**config.mk**
```make
export PLATFORM = sky130hd
export DESIGN_NAME = extmem_cs_timer
export DESIGN_NICKNAME = d
export VERILOG_FILES = /design/src/rtl/extmem_pkg.sv /design/src/rtl/extmem_timing_sel.sv /design/src/rtl/extmem_win.sv /design/src/rtl/extmem_cs_timer.sv
export SDC_FILE = /design/constraint.sdc
export NUM_CORES = 1
export LEC_CHECK = 0
export ABC_AREA = 1
export BUFFER_PORTS_ARGS = -buffer_cell sky130_fd_sc_hd__buf_4
export CAP_MARGIN = 20
export CELL_PAD_IN_SITES_DETAIL_PLACEMENT = 2
export CELL_PAD_IN_SITES_GLOBAL_PLACEMENT = 2
export CORE_ASPECT_RATIO = 1.5
export CORE_MARGIN = 4
export CORE_UTILIZATION = 30
export CTS_CLUSTER_SIZE = 28
export DETAILED_ROUTE_END_ITERATION = 12
export HOLD_SLACK_MARGIN = 0.08
export PLACE_DENSITY = 0.88
export SYNTH_ARGS = -nofsm -noshare
export SYNTH_HDL_FRONTEND = slang
export SYNTH_SLANG_ARGS = --single-unit
```
**constraint.sdc**
```tcl
create_clock -name clk -period 2.75 [get_ports clk]
set_clock_uncertainty 0.2 [all_clocks]
set_input_delay 0.275 -clock clk [delete_from_list [all_inputs] [get_ports clk]]
set_output_delay 0.275 -clock clk [all_outputs]
set_load 0.01 [all_outputs]
```
**src/rtl/extmem_pkg.sv**
```systemverilog
package extmem_pkg;

    localparam int SETUP_W = 6;
    localparam int PULSE_W = 7;
    localparam int CYCLE_W = 9;
    localparam int FLOAT_W = 4;
    // largest decoded value: cycle 3*256+127 = 895, setup+pulse 159+319 = 478
    localparam int CNT_W   = 10;

    typedef enum logic {
        ST_IDLE = 1'b0,
        ST_RUN  = 1'b1
    } seq_st_e;

    typedef struct packed {
        logic [CNT_W-1:0] start;
        logic [CNT_W-1:0] stop;
    } win_t;

    typedef struct packed {
        win_t               cs;
        win_t               strb;
        logic [CNT_W-1:0]   last;
        logic [FLOAT_W-1:0] hold;
    } acc_tm_t;

    // setup: top bit worth 128 cycles
    function automatic logic [CNT_W-1:0] dec_setup(input logic [SETUP_W-1:0] f);
        return (CNT_W'(f[SETUP_W-1]) << 7) + CNT_W'(f[SETUP_W-2:0]);
    endfunction

    // pulse: top bit worth 256 cycles
    function automatic logic [CNT_W-1:0] dec_pulse(input logic [PULSE_W-1:0] f);
        return (CNT_W'(f[PULSE_W-1]) << 8) + CNT_W'(f[PULSE_W-2:0]);
    endfunction

    // cycle: top two bits count units of 256 cycles
    function automatic logic [CNT_W-1:0] dec_cycle(input logic [CYCLE_W-1:0] f);
        return (CNT_W'(f[CYCLE_W-1:CYCLE_W-2]) << 8) + CNT_W'(f[CYCLE_W-3:0]);
    endfunction

endpackage

```
**src/rtl/extmem_timing_sel.sv**
```systemverilog
module extmem_timing_sel
    import extmem_pkg::*;
(
    input  logic               op_write,
    input  logic [SETUP_W-1:0] wr_strb_setup,
    input  logic [SETUP_W-1:0] wr_cs_setup,
    input  logic [SETUP_W-1:0] rd_strb_setup,
    input  logic [SETUP_W-1:0] rd_cs_setup,
    input  logic [PULSE_W-1:0] wr_strb_pulse,
    input  logic [PULSE_W-1:0] wr_cs_pulse,
    input  logic [PULSE_W-1:0] rd_strb_pulse,
    input  logic [PULSE_W-1:0] rd_cs_pulse,
    input  logic [CYCLE_W-1:0] wr_cycle,
    input  logic [CYCLE_W-1:0] rd_cycle,
    input  logic [FLOAT_W-1:0] float_cnt,
    output acc_tm_t            tm_o
);

    localparam int NDIR = 2;   // index 0 = read, 1 = write

    logic [SETUP_W-1:0] strb_set [NDIR];
    logic [SETUP_W-1:0] cs_set   [NDIR];
    logic [PULSE_W-1:0] strb_pul [NDIR];
    logic [PULSE_W-1:0] cs_pul   [NDIR];
    logic [CYCLE_W-1:0] cyc_code [NDIR];
    acc_tm_t            dir_tm   [NDIR];

    assign strb_set[0] = rd_strb_setup;
    assign strb_set[1] = wr_strb_setup;
    assign cs_set[0]   = rd_cs_setup;
    assign cs_set[1]   = wr_cs_setup;
    assign strb_pul[0] = rd_strb_pulse;
    assign strb_pul[1] = wr_strb_pulse;
    assign cs_pul[0]   = rd_cs_pulse;
    assign cs_pul[1]   = wr_cs_pulse;
    assign cyc_code[0] = rd_cycle;
    assign cyc_code[1] = wr_cycle;

    for (genvar g = 0; g < NDIR; g++) begin : g_dir
        logic [CNT_W-1:0] cyc_dec;
        logic [CNT_W-1:0] cs_start;
        logic [CNT_W-1:0] st_start;
        assign cyc_dec  = dec_cycle(cyc_code[g]);
        assign cs_start = dec_setup(cs_set[g]);
        assign st_start = dec_setup(strb_set[g]);
        assign dir_tm[g] = '{
            cs:   '{start: cs_start, stop: cs_start + dec_pulse(cs_pul[g])},
            strb: '{start: st_start, stop: st_start + dec_pulse(strb_pul[g])},
            last: (cyc_dec == '0) ? '0 : cyc_dec - 1'b1,
            hold: float_cnt
        };
    end

    assign tm_o = dir_tm[op_write];

endmodule

```
**src/rtl/extmem_win.sv**
```systemverilog
module extmem_win
    import extmem_pkg::*;
(
    input  logic [CNT_W-1:0] cnt_i,
    input  win_t             win_i,
    input  logic [CNT_W-1:0] last_i,
    output logic             on_o
);

    assign on_o = (cnt_i >= win_i.start) && (cnt_i < win_i.stop) && (cnt_i <= last_i);

endmodule

```
**src/rtl/extmem_cs_timer.sv**
```systemverilog
module extmem_cs_timer
    import extmem_pkg::*;
#(
    parameter int ADDR_W = 16,
    parameter int DATA_W = 16
) (
    input  logic               clk,
    input  logic               rst_n,
    input  logic [SETUP_W-1:0] cfg_wr_strb_setup,
    input  logic [SETUP_W-1:0] cfg_wr_cs_setup,
    input  logic [SETUP_W-1:0] cfg_rd_strb_setup,
    input  logic [SETUP_W-1:0] cfg_rd_cs_setup,
    input  logic [PULSE_W-1:0] cfg_wr_strb_pulse,
    input  logic [PULSE_W-1:0] cfg_wr_cs_pulse,
    input  logic [PULSE_W-1:0] cfg_rd_strb_pulse,
    input  logic [PULSE_W-1:0] cfg_rd_cs_pulse,
    input  logic [CYCLE_W-1:0] cfg_wr_cycle,
    input  logic [CYCLE_W-1:0] cfg_rd_cycle,
    input  logic [FLOAT_W-1:0] cfg_float,
    input  logic               cfg_bus16,
    input  logic               cfg_wait_en,
    input  logic               req_valid,
    input  logic               req_write,
    input  logic [ADDR_W-1:0]  req_addr,
    input  logic [DATA_W-1:0]  req_wdata,
    output logic               req_ready,
    output logic               rsp_done,
    output logic [DATA_W-1:0]  rsp_rdata,
    output logic               mem_cs_n,
    output logic               mem_rd_n,
    output logic               mem_wr_n,
    output logic [ADDR_W-1:0]  mem_addr,
    output logic [DATA_W-1:0]  mem_dq_o,
    output logic [DATA_W/8-1:0] mem_dq_oe,
    input  logic [DATA_W-1:0]  mem_dq_i,
    input  logic               mem_wait
);

    localparam int LANE_W = 8;
    localparam int LANES  = DATA_W / LANE_W;
    localparam int NWIN   = 2;   // 0 = chip select, 1 = strobe

    typedef struct packed {
        seq_st_e            st;
        logic               wr;
        logic               bus16;
        logic               wait_en;
        acc_tm_t            tm;
        logic [CNT_W-1:0]   cnt;
        logic [ADDR_W-1:0]  addr;
        logic [DATA_W-1:0]  wdata;
        logic [DATA_W-1:0]  rdata;
        logic [FLOAT_W-1:0] flt;
    } seq_t;

    seq_t cur_q, nxt_d;

    acc_tm_t           tm_new;
    win_t              win_sel [NWIN];
    logic [NWIN-1:0]   win_hit;
    logic [LANES-1:0]  lane_en;
    logic [DATA_W-1:0] lane_mask;
    logic busy, cs_on, strb_on, stall, at_last, strb_ends, capture, ready;

    extmem_timing_sel u_tsel (
        .op_write      (req_write),
        .wr_strb_setup (cfg_wr_strb_setup),
        .wr_cs_setup   (cfg_wr_cs_setup),
        .rd_strb_setup (cfg_rd_strb_setup),
        .rd_cs_setup   (cfg_rd_cs_setup),
        .wr_strb_pulse (cfg_wr_strb_pulse),
        .wr_cs_pulse   (cfg_wr_cs_pulse),
        .rd_strb_pulse (cfg_rd_strb_pulse),
        .rd_cs_pulse   (cfg_rd_cs_pulse),
        .wr_cycle      (cfg_wr_cycle),
        .rd_cycle      (cfg_rd_cycle),
        .float_cnt     (cfg_float),
        .tm_o          (tm_new)
    );

    assign win_sel[0] = cur_q.tm.cs;
    assign win_sel[1] = cur_q.tm.strb;

    for (genvar g = 0; g < NWIN; g++) begin : g_win
        extmem_win u_win (
            .cnt_i  (cur_q.cnt),
            .win_i  (win_sel[g]),
            .last_i (cur_q.tm.last),
            .on_o   (win_hit[g])
        );
    end

    for (genvar l = 0; l < LANES; l++) begin : g_lane
        assign lane_en[l] = (l == 0) ? 1'b1 : cur_q.bus16;
        assign lane_mask[l*LANE_W +: LANE_W] = {LANE_W{lane_en[l]}};
        assign mem_dq_oe[l] = busy && cur_q.wr && lane_en[l];
    end

    assign busy      = (cur_q.st == ST_RUN);
    assign cs_on     = busy && win_hit[0];
    assign strb_on   = busy && win_hit[1];
    assign stall     = cur_q.wait_en && mem_wait && strb_on;
    assign at_last   = (cur_q.cnt == cur_q.tm.last);
    assign strb_ends = strb_on && !stall &&
                       ((({1'b0, cur_q.cnt} + 1'b1) == {1'b0, cur_q.tm.strb.stop}) || at_last);
    assign capture   = strb_ends && !cur_q.wr;
    assign ready     = !busy && (cur_q.flt == '0);

    always_comb begin
        nxt_d = cur_q;
        if (cur_q.flt != '0) begin
            nxt_d.flt = cur_q.flt - 1'b1;
        end
        if (!busy) begin
            if (req_valid && ready) begin
                nxt_d.st      = ST_RUN;
                nxt_d.cnt     = '0;
                nxt_d.wr      = req_write;
                nxt_d.bus16   = cfg_bus16;
                nxt_d.wait_en = cfg_wait_en;
                nxt_d.tm      = tm_new;
                nxt_d.addr    = req_addr;
                nxt_d.wdata   = req_wdata;
            end
        end else begin
            if (!stall) begin
                if (at_last) begin
                    nxt_d.st = ST_IDLE;
                end else begin
                    nxt_d.cnt = cur_q.cnt + 1'b1;
                end
            end
            if (capture) begin
                nxt_d.rdata = mem_dq_i & lane_mask;
                nxt_d.flt   = cur_q.tm.hold;
            end
        end
    end

    always_ff @(posedge clk or negedge rst_n) begin
        if (!rst_n) begin
            cur_q <= '0;
        end else begin
            cur_q <= nxt_d;
        end
    end

    assign req_ready = ready;
    assign rsp_done  = busy && at_last && !stall;
    assign rsp_rdata = cur_q.rdata;
    assign mem_cs_n  = !cs_on;
    assign mem_rd_n  = !(strb_on && !cur_q.wr);
    assign mem_wr_n  = !(strb_on && cur_q.wr);
    assign mem_addr  = cur_q.addr;
    assign mem_dq_o  = cur_q.wdata & lane_mask;

endmodule

```
; Word-level counts from Yosys, hierarchy flattened
; Index checks and enable logic that the tools add are counted.
; W data, S select, Z words.
[totals]
reg_bits = 120
latch_bits = 0
mem_bits_rw = 0
mem_bits_ro = 0
input_bits = 129
n_memories = 0
[classes]
n_addsub = 19
n_mul = 0
div = 0
order_cmp = 6
n_eq_ne = 4
n_shift = 0
n_mux = 15
bitwise_logic = 4
n_reduce_logical = 34
[op_table]
columns = operator, n
row1 = $mux W54, 3
row2 = $mux W100, 1
row3 = $mux W10, 5
row4 = $add A10 B10 Y10, 4
row5 = $add A9 B6 Y10, 4
row6 = $add A8 B5 Y9, 4
row7 = $and A16 B16 Y16, 2
row8 = $add A10 B7 Y10, 2
row9 = $ge A10 B10 Y1, 2
row10 = $logic_not A10 Y1, 2
row11 = $lt A10 B10 Y1, 2
row12 = $sub A10 B1 Y10 const B, 2
row13 = $logic_and A1 B1 Y1, 19
row14 = $mux W4, 3
row15 = $add A10 B1 Y11 const B, 1
row16 = $eq A11 B10 Y1, 1
row17 = $add A10 B1 Y10 const B, 1
row18 = $eq A10 B10 Y1, 1
row19 = $le A10 B10 Y1, 1
row20 = $logic_not A1 Y1, 6
row21 = $logic_not A4 Y1, 1
row22 = $ne A2 B2 Y1 const B, 2
row23 = $reduce_and A2 Y1, 2
row24 = $reduce_bool A4 Y1, 1
row25 = 8 further kinds, 10

; Logic depth before layout (Yosys ltp)
; Gate-level depths: netlist of run 1.
[logic_depth]
ltp_word = 11
ltp_mapped = 16

; Hierarchy
; Synthesis of run 1 repeated with hierarchy kept, for this count alone.
[hier_totals]
hier_cells = 1354
hier_area_um2 = 9225.1
[by_module_without_submodules]
columns = mod, instances, cells_per_inst, area_each_um2, seq_area_each_um2
row1 = extmem_cs_timer, 1, 740, 5751.8, 3002.9
row2 = extmem_timing_sel, 1, 330, 1814.2, 0.0
row3 = extmem_win, 2, 142, 829.5, 0.0

; Worst setup path before layout of run 1
; OpenSTA, ideal clock, no wires.
[synth_path]
kind = reg2reg
startpoint = reg cur_q[56] (netlist bit)
endpoint = reg cur_q[0] (netlist bit)
setup_ps = 116
arrival_ps = 1840
setup_slack_ps = 593
stages_incl_launch_ff = 12
path_buffers = 1
path_cell_list = dfrtp_1 > ha_1 > nand2_1 > nor2_1 > nand4_2 > nand2_1 > nand4_2 > nor2_2 > nand2_2 > buf_6 > nand2_1 > nand2_1
[synth_lines]
columns = element, line
row1 = "start, declared", extmem_cs_timer.sv:56  ; seq_t cur_q, nxt_d;
row2 = "start signal, assigned", extmem_cs_timer.sv:144  ; cur_q <= nxt_d;

; Worst setup path in the final report of run 1
[layout_path]
startpoint = reg cur_q[55] (netlist bit)
endpoint = reg cur_q[52] (netlist bit)
[layout_via]
elab_chain_len = 7
[layout_lines]
columns = element, line
row1 = $ge A10 B10 Y1 or $lt A10 B10 Y1 (tied branches), extmem_win.sv:10  ; assign on_o = (cnt_i >= win_i.start) && (cnt_i < win_i.stop) && (cnt_i <= last_i);
row2 = $logic_and A1 B1 Y1 (2 in a row), extmem_win.sv:10
row3 = $logic_and A1 B1 Y1, extmem_cs_timer.sv:101  ; assign strb_on = busy && win_hit[1];
row4 = $logic_and A1 B1 Y1, extmem_cs_timer.sv:102  ; assign stall = cur_q.wait_en && mem_wait && strb_on;
row5 = $ne A2 B2 Y1 (no source line), n/a
row6 = $reduce_and A3 Y1 (no source line) (*), n/a
; Mark *: on every way between the ends. The rest lies on a longest branch, timed or not.
; A chain may end at the register's enable or synchronous reset.

==> impl_metrics.env, run 1 <==
export IMPL_status="finished, violations left"
export IMPL_violations="negative setup slack"
export IMPL_crit_path_start_kind="flip-flop"
export IMPL_maxSlewViolCount=0
export IMPL_antenna_cells=0
export IMPL_die_height_um=201
export IMPL_seq_power_share_pct=31.0
export IMPL_min_to="cur_q[76]$_DFFE_PN0P_"
export IMPL_reg2regPathDepth=14
export IMPL_slew_headroom_pct=49.6
export IMPL_slowest_stage="dfrtp_2"
export IMPL_hold_depth=3
export IMPL_cts_sinks=108
export IMPL_crit_top_cell="nand2_1"
export IMPL_ioPinCount=184
export IMPL_power_leakage_nw=5.71
export IMPL_grt_pass1_vias=9675
export IMPL_row_count=70
export IMPL_fmax_mhz=345
export IMPL_tritoncts="done"
export IMPL_cap_violations=0
export IMPL_clk_latency_ps=380
export IMPL_nets=1477
export IMPL_p_comb_share_pct=54.3
export IMPL_period_needed_ps=2900
export IMPL_hp_class="in -> reg"
export IMPL_routed_via_density=5.42
export IMPL_syn_nets=1213
export IMPL_clkTransAtPathRegs_ps=90
export IMPL_dpl_hpwl_um=21700
export IMPL_cts_buffers_inserted=9
export IMPL_clockBufferDepth=2
export IMPL_drive_gt1_share_pct=26.2
export IMPL_multiInputGateArea_um2=4190
export IMPL_ys_seq_area_share_pct=36.4
export IMPL_die_w_um=137
export IMPL_crit_required_ps=2860
export IMPL_synth_edf_count=0
export IMPL_die_area_um2=27400
export IMPL_synthTopCellsByArea="dfrtp_1 36%, nand2_1 17%, ha_1 10%"
export IMPL_hold_slack_ps=96.9
export IMPL_end_kind="flip-flop"
export IMPL_timing_rr_start="cur_q[55]$_DFFE_PN0P_"
export IMPL_start_util_pct=30.4
export IMPL_overflow=0
export IMPL_area_growth_pct=45.6
export IMPL_peakVddDrop_uv=392
export IMPL_wirelength_um=44200
export IMPL_worst_pin_slew_ps=756
export IMPL_synthArstFlopShare_pct=100
export IMPL_grt_antenna_before_repair=0
export IMPL_placeableCoreArea_um2=24400
export IMPL_antenna_left=0
export IMPL_routedWlPerCell_um=27.4
export IMPL_synthFlopType="dfrtp_1"
export IMPL_path_cells="ha_4 -> nand2_1 -> nand2_1 -> nand2_1 -> nand2_2 -> nand2_2 -> nand3_2 -> nand2_2 -> nand3_4 -> nor2_4 -> clkinvlp_4 -> nand2_4 -> nand2_1 -> nand2_1"
export IMPL_p_switching_mw=4.64
export IMPL_grt_max_degree=50
export IMPL_p_sw_share_pct=48.7
export IMPL_reg2reg_to="cur_q[52]$_DFFE_PN0P_"
export IMPL_htreeDepth=3
export IMPL_fill_cells=2696
export IMPL_seq_area_um2=2710
export IMPL_r2r_slack_ps=-150
export IMPL_grt_usage_pct=25.7
export IMPL_setup_ws_ps=-149
export IMPL_yosysWarningCount=0
export IMPL_portBuffers=183
export IMPL_syn_instance_count=1019
export IMPL_grt_pass1_wl_um=54500
export IMPL_total_power_mw=9.54
export IMPL_gp_congestion=0.870
export IMPL_arrival_ps=3000
export IMPL_netlist_area_um2=7430
export IMPL_p_int_mw=4.90
export IMPL_vias=8743
export IMPL_synth_top_area_share_pct=36.4
export IMPL_period_share_pct=105
export IMPL_root_buffer="clkbuf_16"
export IMPL_power_frac_clock_pct=14.7
export IMPL_first_pass_iters=4
export IMPL_avgSynthCellArea_um2=7.29
export IMPL_synth_top_area_cell="dfrtp_1"
export IMPL_synth_distinct_cells=42
export IMPL_first_iter_violations=469
export IMPL_powerDensity_nw_per_um2=882
export IMPL_path_max_fanout=11
export IMPL_critPathMaxStageDelay_ps=540
export IMPL_drc=0
export IMPL_setup_violations=35
export IMPL_grt_setup_unrepaired="true"
export IMPL_hold_path_startpoint="cfg_wr_strb_pulse[0]"
export IMPL_worstSetupPathType="reg -> reg"
export IMPL_hold_viol=0
export IMPL_synth_seq_cells=108
==> routing by layer <==
metal	share of wire, %	track usage, %	vias up
met1	33	25.9	4384
met3	4.1	3.54	230
met5	0	0	-
li1	-	-	3724
met2	54	49.0	405
met4	8.8	14.7	0
==> final cells by class <==
| class | count | share of cell area, % |
|---|---|---|
| clock buffers | 11 | 2.24 |
| multi-input cells | 710 | 38.7 |
| repair buffers | 324 | 25.2 |
| inverters | 130 | 4.61 |
| well taps | 324 | 3.75 |
| clock inverters | 5 | 0.393 |
| flip-flops and latches | 108 | 25.1 |
==> metrics by stage <==
step	setup WS, ps	util, %	std cells	setup TNS [ps]	area, um^2
finish	-149	44.3	1612	-2930	10800
global route	-202	44.3	1612	-5420	10800
detailed placement	-79.0	36.5	1475	-600	8920
floorplan	593	-	1019	0	7430
CTS	14.8	41.7	1587	0	10200
global placement	37.3	36.5	1475	0	8920
==> critical path, delay by kind of cell (launching register included) <==
kind,cells,cell delay [ps]
simple gates,12,1500
flops,1,540
fa+ha+maj,1,260
buf+inv,1,310
==> power groups by stage <==
stage                     Sequential (mW)  Combinational, mW  Clock [mW]
after floorplan                      2.53               2.33           0
after global placement               2.71               3.18           0
after detailed placement             2.75               3.42           0
after CTS                            2.72               3.67        1.35
after global routing                 2.99               5.49        1.48
final                                2.96               5.18        1.41
==> placed cells by master, fill, tap and decap left out, types with 5 or more instances in the layout <==
cell type,n
a21oi_1,32
buf_4,223
buf_6,7
clkbuf_16,10
dfrtp_1,99
dfrtp_2,9
dlygate4sd3_1,91
ha_1,42
ha_4,17
inv_1,121
inv_2,5
nand2_1,330
nand2_2,12
nand2_4,5
nand3_1,64
nand4_1,6
nor2_1,62
nor2_2,8
o21ai_0,32
o22ai_1,20
xor2_1,12
==> sequential cells by signal (all words and copies together) (netlist names) <==
| signal | flops |
|---|---|
| cur_q | 75 |
| busy | 1 |
| rsp_rdata | 16 |
| mem_addr | 16 |
==> how the worst max path moves through the flow <==
stage          depth (start not counted)                   from               endpoint
4_1_cts                                7  cur_q[55]$_DFFE_PN0P_               mem_cs_n
6_report                              14  cur_q[55]$_DFFE_PN0P_  cur_q[52]$_DFFE_PN0P_
2_1_floorplan                         11  cur_q[56]$_DFFE_PN0P_     cur_q[0]$_DFF_PN0_
5_1_grt                               12  cur_q[56]$_DFFE_PN0P_     cur_q[2]$_DFF_PN0_
3_5_place_dp                          16  cur_q[52]$_DFFE_PN0P_  cur_q[53]$_DFFE_PN0P_
3_3_place_gp                          16  cur_q[52]$_DFFE_PN0P_  cur_q[58]$_DFFE_PN0P_
==> kinds of logic after synthesis <==
group	after synthesis	share of synthesized area, %
XOR/XNOR	16	1.89
AO/OA/AOI/OAI	113	8.91
flip-flops	108	36.4
buffers and inverters	201	12.8
adder cells (fa/ha/maj)	65	11.3
AND/OR/NAND/NOR	516	28.7
==> cell usage after synthesis (all sizes together) (3+ instances only) <==
cell type,number
or2,6
nor3,7
o22ai,20
ha,61
a211oi,3
o21ai,36
inv,128
nor2,74
o221a,3
buf,53
o211ai,4
fa,4
xor2,12
o221ai,3
nand3,69
clkbuf,18
xnor2,4
a21oi,36
nand2,347
dfrtp,108
nand4,8
==> repair_timing <==
action | 4_1_cts | 5_1_grt
cloned | 0 | 1
endpoints found under the setup margin | 13 | 35
pin swaps | 2 | 28
buffers inserted | 5 | 24
hold buffers | 91 | 0
gates resized for setup | 14 | 82
endpoints found under the hold margin | 112 | 0
No activity file was read; power rests on OpenSTA's default activity.
==> inputs of run 2 (changes only) <==
--- a/config.mk
+++ b/config.mk
@@ -12,11 +12,12 @@
 export CELL_PAD_IN_SITES_GLOBAL_PLACEMENT = 2
 export CORE_ASPECT_RATIO = 1.5
 export CORE_MARGIN = 4
-export CORE_UTILIZATION = 30
+export CORE_UTILIZATION = 32
 export CTS_CLUSTER_SIZE = 28
 export DETAILED_ROUTE_END_ITERATION = 12
 export HOLD_SLACK_MARGIN = 0.08
-export PLACE_DENSITY = 0.88
+export PLACE_DENSITY = 0.93
 export SYNTH_ARGS = -nofsm -noshare
 export SYNTH_HDL_FRONTEND = slang
 export SYNTH_SLANG_ARGS = --single-unit
+export TNS_END_PERCENT = 100
==> constraint.sdc (replaced) <==
create_clock -name clk -period 3.6 [get_ports clk]
set_clock_uncertainty 0.2 [all_clocks]
set_input_delay 0.36 -clock clk [delete_from_list [all_inputs] [get_ports clk]]
set_output_delay 0.36 -clock clk [all_outputs]
set_load 0.01 [all_outputs]
==> run 2 against run 1 <==
Compared with the run above: setup slack better by 290 ps; largest cell class unchanged; cell count down 6.9%; critical path type is now reg -> out; wire length is 9.5% lower; total power is 31% lower; the run now ends clean; first-iteration DRC count fell by 23%; via count fell by 4.9%.
==> impl_metrics.env, run 2 (synthesized netlist as in run 1, its figures left out) <==
export IMPL_status="completed"
export IMPL_cap_violations=0
export IMPL_dp_cells=1422
export IMPL_placeableCoreArea_um2=23000
export IMPL_highest_layer="met4"
export IMPL_maxSlewViolCount=0
export IMPL_end_kind="output port"
export IMPL_multiInputGateArea_um2=3780
export IMPL_start_util_pct=32.4
export IMPL_crit_required_ps=3040
export IMPL_tns_ps=0
export IMPL_die_height_um=195
export IMPL_antenna_left=0
export IMPL_hp_class="in -> reg"
export IMPL_powerDensity_nw_per_um2=677
export IMPL_regMostFlops="cur_q"
export IMPL_clk_latency_ps=390
export IMPL_period_share_pct=96.1
export IMPL_critPathMaxStageDelay_ps=550
export IMPL_seq_area_um2=2700
export IMPL_slowest_stage="dfrtp_1"
export IMPL_pre_cts_ws_ps=735
export IMPL_worstSetupPathType="reg -> out"
export IMPL_worst_pin_slew_ps=819
export IMPL_tritoncts="done"
export IMPL_crit_path_start_kind="flip-flop"
export IMPL_wirelength_um=40100
export IMPL_cts_setup_buffers=0
export IMPL_clockBufferDepth=2
export IMPL_cts_buffers_inserted=9
export IMPL_dpl_hpwl_um=22900
export IMPL_nets=1405
export IMPL_cts_sinks=108
export IMPL_hold_viol=0
export IMPL_area_growth_pct=30.5
export IMPL_largest_reg_flops=75
export IMPL_met1_length_um=13400
export IMPL_grt_setup_unrepaired="false"
export IMPL_arrival_ps=2900
export IMPL_grt_usage_pct=30.7
export IMPL_routedWlPerCell_um=26.7
export IMPL_root_buffer="clkbuf_16"
export IMPL_slew_headroom_pct=45.4
export IMPL_die_area_um2=25800
export IMPL_layout_common_cells="342 x nand2_1, 193 x buf_4, 128 x inv_1"
export IMPL_htreeDepth=3
export IMPL_fill_cells=2648
export IMPL_total_power_mw=6.56
export IMPL_first_pass_iters=6
export IMPL_fmax_mhz=289
export IMPL_path_cells="ha_1 -> nand2_1 -> nor2_1 -> nand4_2 -> nand2_1 -> nand3_1 -> nor2_1 -> nor3_1 -> buf_4"
export IMPL_grt_max_degree=58
export IMPL_power_leakage_nw=5.34
export IMPL_met2WireLength_um=21900
export IMPL_path_max_fanout=11
export IMPL_ioPinCount=184
export IMPL_final_cells=1500
export IMPL_cp_num_buf_inv=1
export IMPL_utilization_pct=42.2
export IMPL_row_count=68
export IMPL_layout_commonest_cell="nand2_1"
export IMPL_routed_via_density=5.54
export IMPL_first_iter_violations=363
export IMPL_wl_met3_um=1690
export IMPL_period_needed_ps=3460
export IMPL_setup_violations=0
export IMPL_portBuffers=183
export IMPL_vias=8315
export IMPL_setup_ws_ps=139
export IMPL_peakVddDrop_uv=344
export IMPL_gp_congestion=0.853
export IMPL_die_w_um=132
export IMPL_postCtsHoldBufs=57
export IMPL_grt_pass1_vias=9972
export IMPL_cts_resized=0
export IMPL_grt_antenna_before_repair=4
export IMPL_overflow=0
export IMPL_clkTransAtPathRegs_ps=80
export IMPL_critPathTopFamily="simple AND/OR/NAND/NOR gates"
export IMPL_drc=0
export IMPL_r2r_slack_ps=240
export IMPL_drive_gt1_share_pct=19.0
export IMPL_grt_pass1_wl_um=60100
-- run 2: where the power goes --
group / internal (mW) / switching (mW) / leakage, nW
Combinational: 1.17 / 1.99 / 3.83
Sequential: 1.69 / 0.539 / 1.35
Clock: 0.591 / 0.579 / 0.158
-- run 2: worst paths after layout --
kind                                           from                        end  depth (start not counted)
max                           cur_q[57]$_DFFE_PN0P_                   rsp_done                          9
min in group asynchronous                     rst_n  rsp_rdata[14]$_DFFE_PN0P_                          2
max reg2reg                      cur_q[0]$_DFF_PN0_     cur_q[103]$_DFFE_PN0P_                         11
max in group asynchronous                     rst_n      cur_q[97]$_DFFE_PN0P_                          3
min                              cfg_wr_cs_pulse[6]     cur_q[104]$_DFFE_PN0P_                          3
min reg2reg                rsp_rdata[3]$_DFFE_PN0P_   rsp_rdata[3]$_DFFE_PN0P_                          2
-- run 2: tightest hold or removal path, stage by stage --
cell    delay (ps)
buf_4           90
nor2_1          40
nor2_1         110
-- run 2: layout make-up --
type | count | area share, %
well taps | 280 | 3.61
multi-input cells | 710 | 38.9
diodes | 4 | 0.103
flip-flops and latches | 108 | 27.9
repair buffers | 252 | 21.1
clock inverters | 5 | 0.697
inverters | 130 | 5.03
clock buffers | 11 | 2.61
-- run 2: through the flow --
stage | hold WS (ps) | cell area (um^2)
after floorplan | -136 | 7430
after global placement | 255 | 8790
after detailed placement | 260 | 8790
after CTS | 83.5 | 9680
after global routing | 80.6 | 9700
final | 70.6 | 9700
-- run 2: layer usage --
metal	up-vias	track usage, %
li1	3585	-
met5	-	0
met2	393	57.5
met3	193	4.97
met1	4144	29.8
met4	0	23.0
==> inputs of run 3 (changes only) <==
==> constraint.sdc (replaced) <==
create_clock -name clk -period 4.27 [get_ports clk]
set_clock_uncertainty 0.2 [all_clocks]
set_input_delay 0.427 -clock clk [delete_from_list [all_inputs] [get_ports clk]]
set_output_delay 0.427 -clock clk [all_outputs]
set_load 0.01 [all_outputs]
==> run 3 against run 2 <==
Compared with the run above: setup slack better by 460 ps; non-clock buffer count is 22 lower; global-route usage hardly changed; cell count is 1.6% lower; critical path type unchanged; largest cell class unchanged.
==> impl_metrics.env, run 3 (synthesized netlist as in run 1, its figures left out) <==
export IMPL_end_kind="output port"
export IMPL_grt_pass1_vias=9816
export IMPL_hp_class="in -> reg"
export IMPL_antenna_left=0
export IMPL_nets=1383
export IMPL_cts_buffers_inserted=9
export IMPL_fmax_mhz=272
export IMPL_powerDensity_nw_per_um2=579
export IMPL_total_power_mw=5.46
export IMPL_die_area_um2=25800
export IMPL_layout_commonest_cell="nand2_1"
export IMPL_die_height_um=195
export IMPL_vias=8217
export IMPL_clk_latency_ps=390
export IMPL_grt_usage_pct=30.7
export IMPL_root_buffer="clkbuf_16"
export IMPL_period_needed_ps=3670
export IMPL_cts_setup_buffers=0
export IMPL_ioPinCount=184
export IMPL_critPathLaunch="cur_q[57]$_DFFE_PN0P_"
export IMPL_clockBufferDepth=2
export IMPL_routedWlPerCell_um=26.7
export IMPL_slew_headroom_pct=35.5
export IMPL_grt_setup_unrepaired="false"
export IMPL_status="completed"
export IMPL_placeableCoreArea_um2=23000
export IMPL_overflow=0
export IMPL_setup_violations=0
export IMPL_grt_pass1_wl_um=60300
export IMPL_portBuffers=183
export IMPL_cts_resized=0
export IMPL_worst_pin_slew_ps=967
export IMPL_start_util_pct=32.4
export IMPL_row_count=68
export IMPL_cts_sinks=108
export IMPL_crit_path_end="mem_cs_n"
export IMPL_gp_congestion=0.888
export IMPL_wirelength_um=39500
export IMPL_r2r_slack_ps=940
export IMPL_die_w_um=132
export IMPL_layout_common_cells="342 x nand2_1, 190 x buf_4, 128 x inv_1"
export IMPL_arrival_ps=3040
export IMPL_worstSetupPathType="reg -> out"
export IMPL_largest_reg_flops=75
export IMPL_drive_gt1_share_pct=19.0
export IMPL_drc=0
export IMPL_first_pass_iters=5
export IMPL_reg2reg_to="rsp_rdata[13]$_DFFE_PN0P_"
export IMPL_fill_cells=2658
export IMPL_reg2regPathDepth=11
export IMPL_dpl_hpwl_um=22800
export IMPL_crit_path_start_kind="flip-flop"
export IMPL_area_growth_pct=26.9
export IMPL_timing_rr_start="cur_q[54]$_DFFE_PN0P_"
export IMPL_regMostFlops="cur_q"
export IMPL_period_share_pct=86.0
export IMPL_hold_viol=0
export IMPL_maxSlewViolCount=0
export IMPL_tritoncts="done"
export IMPL_clkTransAtPathRegs_ps=90
export IMPL_routed_via_density=5.57
export IMPL_postCtsHoldBufs=40
export IMPL_tns_ps=0
export IMPL_htreeDepth=3
export IMPL_peakVddDrop_uv=269
export IMPL_crit_required_ps=3640
export IMPL_path_max_fanout=11
export IMPL_grt_max_degree=66
export IMPL_first_iter_violations=444
export IMPL_grt_antenna_before_repair=2
export IMPL_power_leakage_nw=5.22
export IMPL_cap_violations=0
-- run 3: worst min-delay path by stage --
stage | startpoint | end | slack (ps) | cells after the start
global route | mem_dq_i[4] | rsp_rdata[4]$_DFFE_PN0P_ | 100 | 3
global placement | rsp_rdata[3]$_DFFE_PN0P_ | rsp_rdata[3]$_DFFE_PN0P_ | 260 | 2
detailed placement | rsp_rdata[2]$_DFFE_PN0P_ | rsp_rdata[2]$_DFFE_PN0P_ | 270 | 2
finish | mem_dq_i[4] | rsp_rdata[4]$_DFFE_PN0P_ | 90 | 3
CTS | mem_dq_i[7] | rsp_rdata[7]$_DFFE_PN0P_ | 80 | 3
floorplan | rst_n | busy$_DFF_PN0_ | -70 | 0
-- run 3: power by group --
| group | switching (mW) | internal [mW] |
|---|---|---|
| Clock | 0.532 | 0.411 |
| Combinational | 1.69 | 0.958 |
| Sequential | 0.444 | 1.43 |
| Total | 2.67 | 2.79 |
-- run 3: metrics by stage --
stage | setup WS [ps] | instance area (um^2) | hold WS, ps | std cells | utilization (%)
after floorplan | 2020 | 7430 | -68.6 | 1019 | -
after global placement | 1320 | 8740 | 258 | 1418 | 38.1
after detailed placement | 1260 | 8740 | 265 | 1418 | 38.1
after CTS | 809 | 9430 | 80.8 | 1474 | 41.0
after global routing | 599 | 9430 | 103 | 1476 | 41.1
final | 599 | 9430 | 91.7 | 1476 | 41.1
-- run 3: final cells by class --
type,count,area (um^2),share of cell area (%)
multi-input combinational,710,3780,40.0
clock inverter,7,58.8,0.623
clock buffer,9,225,2.39
antenna,2,5.00,0.0531
inverter,130,488,5.17
tap,280,350,3.71
timing repair buffer,230,1830,19.4
sequential,108,2700,28.7
-- run 3: critical path: stages (launching register included) --
cell      delay, ps
dfrtp_1         630
ha_1            350
a21oi_1         180
o21ai_0         180
a211oi_1        560
nand4_1         460
buf_4           290
-- run 3: layer usage --
metal	share of wire (%)	global-route usage, %
met1	34	30.5
met4	8.9	24.1
met5	0	0
met3	4.1	5.02
met2	54	56.0
